[src/rtl/dic_pkg.sv]
// Shared types for the digital input conditioner.
// Assumes: the edge select is a 2-bit field whose codes are set out in the brief.
package dic_pkg;
    typedef enum logic [1:0] {
        SEL_RISE  = 2'b00,
        SEL_FALL  = 2'b01,
        SEL_BOTH  = 2'b10,
        SEL_BOTH2 = 2'b11
    } edge_sel_t;
endpackage

[src/rtl/dic_sync.sv]
// Two-flop synchroniser for an asynchronous pin.
// Assumes: the pin is a slow logic level. The first flop may go metastable; the second absorbs it.
module dic_sync (
    input  logic clk,
    input  logic rst_n,
    input  logic d_async,
    output logic q_sync
);
    logic meta_q;

    // Shift the pin through two flops; reset drives both to 0.
    always_ff @(posedge clk) begin
        if (!rst_n) begin
            meta_q <= 1'b0;
            q_sync <= 1'b0;
        end else begin
            meta_q <= d_async;
            q_sync <= meta_q;
        end
    end
endmodule

[src/rtl/dic_edge_det.sv]
// Detects the selected transition(s) of an already synchronised signal.
// Assumes: sig is synchronous to clk. The hit output is combinational and lasts one cycle per transition.
module dic_edge_det
    import dic_pkg::*;
(
    input  logic      clk,
    input  logic      rst_n,
    input  logic      sig,
    input  edge_sel_t sel,
    output logic      hit
);
    logic prev_q;
    logic rise;
    logic fall;

    // Keep last cycle's value for the comparison.
    always_ff @(posedge clk) begin
        if (!rst_n) prev_q <= 1'b0;
        else        prev_q <= sig;
    end

    // Classify the transition and gate it with the selection.
    always_comb begin
        rise = sig & ~prev_q;
        fall = ~sig & prev_q;
        unique case (sel)
            SEL_RISE: hit = rise;
            SEL_FALL: hit = fall;
            default:  hit = rise | fall;
        endcase
    end

    // a hit is only possible when the signal actually changed.
    p_edge_change_r3: assert property (@(posedge clk) disable iff (!rst_n)
        hit |-> (sig != $past(sig)));
endmodule

[src/rtl/dic_pulse_gen.sv]
// Retriggerable pulse generator with its length set in microseconds.
// Assumes: trig is a single-cycle strobe. The width is clamped to MAX_US, scaled by
// CLK_PER_US and latched at load time. The counter clears whenever enable is low.
module dic_pulse_gen #(
    parameter int CLK_PER_US = 250,
    parameter int MAX_US     = 100,
    localparam int WW        = $clog2(MAX_US + 1),
    localparam int MAXCNT    = MAX_US * CLK_PER_US,
    localparam int CW        = $clog2(MAXCNT + 1)
) (
    input  logic          clk,
    input  logic          rst_n,
    input  logic          enable,
    input  logic          trig,
    input  logic [WW-1:0] width,
    output logic          pulse
);
    logic [WW-1:0] width_eff;
    logic [CW-1:0] load_val;
    logic [CW-1:0] cnt_q;

    // Clamp the width code and convert it to clock cycles.
    always_comb begin
        width_eff = (int'(width) > MAX_US) ? WW'(MAX_US) : width;
        load_val  = CW'(width_eff) * CW'(CLK_PER_US);
    end

    // Load on trigger, count down while active, clear when disabled.
    always_ff @(posedge clk) begin
        if (!rst_n || !enable) cnt_q <= '0;
        else if (trig)         cnt_q <= load_val;
        else if (cnt_q != '0)  cnt_q <= cnt_q - 1'b1;
    end

    assign pulse = (cnt_q != '0);

    // an active pulse with no retrigger shortens by exactly one cycle.
    p_count_down_r4: assert property (@(posedge clk) disable iff (!rst_n)
        (enable && !trig && cnt_q != '0) |=> (cnt_q == $past(cnt_q) - 1'b1));
    // a zero-width trigger leaves no pulse.
    p_zero_width_r5: assert property (@(posedge clk) disable iff (!rst_n)
        (enable && trig && width == '0) |=> (cnt_q == '0));
    // the counter never exceeds the clamped maximum.
    p_clamp_r6: assert property (@(posedge clk) disable iff (!rst_n)
        int'(cnt_q) <= MAXCNT);
    // a disabled generator holds no pulse.
    p_level_clear_r9: assert property (@(posedge clk) disable iff (!rst_n)
        !enable |=> (cnt_q == '0));
endmodule

[src/rtl/dic_warn_or.sv]
// Combines a vector of warning flags into one request through an OR chain.
// Assumes: the flags are already synchronous; no registering is added.
module dic_warn_or #(
    parameter int N_WARN = 5
) (
    input  logic              clk,
    input  logic              rst_n,
    input  logic [N_WARN-1:0] flags,
    output logic              any
);
    logic [N_WARN:0] acc;

    assign acc[0] = 1'b0;
    for (genvar i = 0; i < N_WARN; i++) begin : g_chain
        assign acc[i+1] = acc[i] | flags[i];
    end
    assign any = acc[N_WARN];

    // a quiet vector gives no request, and any set bit gives one.
    p_warn_quiet_r10: assert property (@(posedge clk) disable iff (!rst_n)
        (flags == '0) |-> !any);
    p_warn_set_r10: assert property (@(posedge clk) disable iff (!rst_n)
        ($countones(flags) > 0) |-> any);
endmodule

[src/rtl/dig_in_cond.sv]
// Top of the digital input conditioner: synchroniser, edge detector, pulse generator
// and warning combiner.
// Assumes: mode_edge, edge_sel and width_us are static or change synchronously to clk.
// The output mux is combinational on mode_edge.
module dig_in_cond
    import dic_pkg::*;
#(
    parameter int CLK_PER_US = 250,
    parameter int MAX_US     = 100,
    parameter int N_WARN     = 5,
    localparam int WW        = $clog2(MAX_US + 1)
) (
    input  logic              clk,
    input  logic              rst_n,
    input  logic              pin_in,
    input  logic              mode_edge,
    input  logic [1:0]        edge_sel,
    input  logic [WW-1:0]     width_us,
    output logic              cond_out,
    input  logic [N_WARN-1:0] warn_in,
    output logic              warn_any
);
    logic      sync_q;
    logic      hit;
    logic      pulse;
    edge_sel_t sel;
    logic [1:0] age_q;

    assign sel = edge_sel_t'(edge_sel);

    dic_sync u_sync (
        .clk     (clk),
        .rst_n   (rst_n),
        .d_async (pin_in),
        .q_sync  (sync_q)
    );

    dic_edge_det u_edge (
        .clk   (clk),
        .rst_n (rst_n),
        .sig   (sync_q),
        .sel   (sel),
        .hit   (hit)
    );

    dic_pulse_gen #(
        .CLK_PER_US (CLK_PER_US),
        .MAX_US     (MAX_US)
    ) u_pulse (
        .clk    (clk),
        .rst_n  (rst_n),
        .enable (mode_edge),
        .trig   (hit),
        .width  (width_us),
        .pulse  (pulse)
    );

    dic_warn_or #(.N_WARN(N_WARN)) u_warn (
        .clk   (clk),
        .rst_n (rst_n),
        .flags (warn_in),
        .any   (warn_any)
    );

    // Select the level copy or the pulse as the conditioned output.
    assign cond_out = mode_edge ? pulse : sync_q;

    // Count cycles since reset (saturating) so the latency check has history.
    always_ff @(posedge clk) begin
        if (!rst_n)            age_q <= 2'd0;
        else if (age_q != 2'd3) age_q <= age_q + 2'd1;
    end

    // in level mode the output is the pin delayed by two clocks.
    p_level_follow_r2: assert property (@(posedge clk) disable iff (!rst_n)
        (age_q == 2'd3 && !mode_edge) |-> (cond_out == $past(pin_in, 2)));
endmodule

[config.mk]
export PLATFORM = sky130hd
export DESIGN_NAME = dig_in_cond
export DESIGN_NICKNAME = d
export VERILOG_FILES = /design/src/rtl/dic_pkg.sv /design/src/rtl/dic_sync.sv /design/src/rtl/dic_edge_det.sv /design/src/rtl/dic_pulse_gen.sv /design/src/rtl/dic_warn_or.sv /design/src/rtl/dig_in_cond.sv
export SDC_FILE = /design/constraint.sdc
export NUM_CORES = 1
export LEC_CHECK = 0
export BUFFER_PORTS_ARGS = -buffer_cell sky130_fd_sc_hd__buf_4
export CAP_MARGIN = 20
export CORE_MARGIN = 10
export CORE_UTILIZATION = 61
export CTS_CLUSTER_DIAMETER = 50
export CTS_CLUSTER_SIZE = 8
export DETAILED_ROUTE_END_ITERATION = 12
export PLACE_DENSITY_LB_ADDON = 0.1
export SYNTH_ARGS = -nofsm -noshare
export SYNTH_HDL_FRONTEND = slang
export SYNTH_SLANG_ARGS = --single-unit
export TNS_END_PERCENT = 1
[constraint.sdc]
create_clock -name clk -period 5.07 [get_ports clk]
set_input_delay 0.507 -clock clk [delete_from_list [all_inputs] [get_ports clk]]
set_output_delay 0.507 -clock clk [all_outputs]
set_load 0.02 [all_outputs]
==> out/qor.txt <==
Setup TNS - 0 ns
Post-synth top flop - dfxtp_1
worst-case clock skew - 0.00472 ns
DR DRC count - 0
Synth async-reset ratio - 0%
CP max stage cell - fa_1
Synthesized Nets - 333
Worst Max-Slew Pin Slew - 0.454 ns
Fin. Hold Viols - 0
Worst R2R Start - u_pulse.cnt_q[2]$_SDFFE_PP0P_
# rows - 22
initial antenna violation count - 0
global route total overflow - 0
Post-synth EDFFs - 0
Req. time, crit path - 5.21 ns
maxcap violations - 0
clock tree buffer depth - 2
Synth Warn # - 0
Filler cells - 315
Initial Utilization - 63.1%
sequential share of the synthesized area - 15.6%
FMAX - 213 MHz
Syn Inst Count - 259
n_diodes - 0
wire length of the first global-routing pass - 8710 microns
clock sink count - 18
GR Util All Layers - 16.3%
CTS Buf Count - 3
Pwr Density - 584 nW/um^2
status - finished clean
Slew HR - 69.6%
CTS tree - built
hold crit path type - in -> reg
Critical Path, Cell by Cell - buf_4, o311ai_1, and2_1, fa_1, fa_1, inv_1, fa_1, fa_1, inv_1, ha_1, a2111oi_0, o21ai_0, a41oi_1, nor4_1, a211o_1
most common cell after layout, fill and taps aside - ha_1
most frequent cells in the layout - 38 x ha_1, 27 x inv_1, 22 x buf_4, 18 x fa_1, 18 x dfxtp_1
total die area - 6650 sq um
Starting DRT DRC Count - 125
layout cells sized above 1 - 13.0%
HPWL Detailed - 4140 microns
LEAKAGE - 1.22 nW
vias - 1940
CP most frequent cell - fa_1
first drt pass iteration count - 4
Finish-stage setup viols - 0
min-delay src - pin_in
worst hold slack - 0.458 ns
Vias/cell - 5.99
Core Region - 3660 sq um
syn avg cell area - 8.92 sq um
GP Congestion - 0.885
Clk Latency, worst-skew pair - 0.25 ns
post-route clock period utilization - 92.6%
crit-path max cell delay - 0.52 ns
CP arrival - 4.84 ns
Setup crit start - width_us[4]
RSZ-0062 raised after global routing - false
post-synth cell types - 52
Worst-path clk slew - 0.07 ns
clock root buffer - clkbuf_8
H-tree depth - 1
vias in the first global route - 1859
antenna violation net count after detailed routing - 0
final wirelength - 5060 microns
crit start category - primary input
synthesized area - 2310 sq um
Final nets - 352
WL per Instance - 15.6 microns
PortBufs - 19
Crit. End Element - flip-flop
Area Growth Syn to Fin - 9.85%
Die Wd - 81.6 microns
Synth Register Bits - 18
Ports - 20
min Tclk post-route - 4.70 ns
worst-path maximum fanout - 5
Die Height - 81.6 microns
largest net degree at the start of global routing - 23
CP Class - in -> reg
maximum VDD drop - 0.306 mV
Final Max Slew Viols - 0
-- cell type report --
| class | instances | area, sq um | area share (%) |
|---|---|---|---|
| multi-input cells | 206 | 1810 | 71.3 |
| flip-flops and latches | 18 | 360 | 14.2 |
| repair buffers | 22 | 165 | 6.51 |
| inverters | 27 | 101 | 3.99 |
| well taps | 48 | 60.1 | 2.37 |
| clock buffers | 3 | 41.3 | 1.63 |
-- kinds of logic (layout without fill, tap and decap cells) --
logic type / Yosys count / after routing / share of synthesized area (%)
AO/OA/AOI/OAI: 58 / 58 / 16.7
XOR/XNOR: 10 / 10 / 4.44
adder cells (fa/ha/maj): 56 / 56 / 36.2
buffers and inverters: 35 / 52 / 6.28
flip-flops: 18 / 18 / 15.6
multiplexers: 5 / 5 / 2.22
AND/OR/NAND/NOR: 77 / 77 / 18.6
-- critical path: cells and delay by family --
| family | cells | cell delay [ns] |
|---|---|---|
| AO/OA/AOI/OAI | 5 | 1.48 |
| AND/OR/NAND/NOR | 2 | 0.35 |
| buffers and inverters | 3 | 0.21 |
| adder cells (fa/ha/maj) | 5 | 2.27 |
-- per-stage QoR --
step	util [%]	worst slack, ns	cell area (sq um)	power [W]	std cells
after global placement	68.1	0.203	2490	0.00134	321
after global routing	69.3	0.0737	2540	0.00165	324
after floorplan	-	0.506	2310	0.00114	259
after detailed placement	68.1	0.0388	2490	0.00135	321
after CTS	69.2	0.288	2530	0.00147	324
final	69.3	0.373	2540	0.00148	324
-- Yosys cell counts, types with 4 or more instances --
master	n	area share [%]
a211oi_1	7	2.3
a21o_1	4	1.3
a21oi_1	8	1.7
a31oi_1	4	1.1
and2_1	8	2.2
and3_1	4	1.1
clkbuf_1	5	0.81
dfxtp_1	18	16
fa_1	18	16
ha_1	38	21
inv_1	27	4.4
mux2i_1	4	1.7
nand2_1	13	2.1
nor2_1	13	2.1
nor3_1	14	3.0
nor4_1	4	1.1
o21ai_0	17	3.7
o21bai_1	4	1.3
xnor2_1	4	1.5
xor2_1	5	1.9
-- state kept, by name (all words and copies together) (netlist names) --
signal         count
u_sync.meta_q      1
u_edge.prev_q      1
u_sync.q_sync      1
u_pulse.cnt_q     15
-- path summary, 6_finish.rpt --
check                                         to  cells after the start  slack (ns)
setup / recovery  u_pulse.cnt_q[13]$_SDFFE_PP0P_                     15        0.37
setup reg to reg  u_pulse.cnt_q[11]$_SDFFE_PP0P_                      5        2.85
hold reg to reg         u_sync.q_sync$_SDFF_PN0_                      1        0.46
hold / removal          u_sync.meta_q$_SDFF_PN0_                      2        0.46
-- report_power, final --
| group | internal (W) | switching (W) |
|---|---|---|
| clock network | 0.0000528 | 0.0000482 |
| logic | 0.000501 | 0.000637 |
| registers | 0.000193 | 0.0000514 |
| total | 0.000747 | 0.000737 |
-- per-layer routing --
layer	GRT usage (%)	wire (microns)	vias to the layer above
met4	4.50	99	0
met5	0	0	-
li1	-	-	964
met1	22.0	2370	918
met3	2.73	168	12
met2	26.3	2420	46
-- what timing repair did --
item / CTS / global route
resized for setup: 0 / 2
buffers inserted: 0 / 0
hold buffers: 0 / 0
endpoints found under the setup margin: 0 / 4
No activity file was read; power rests on OpenSTA's default activity.
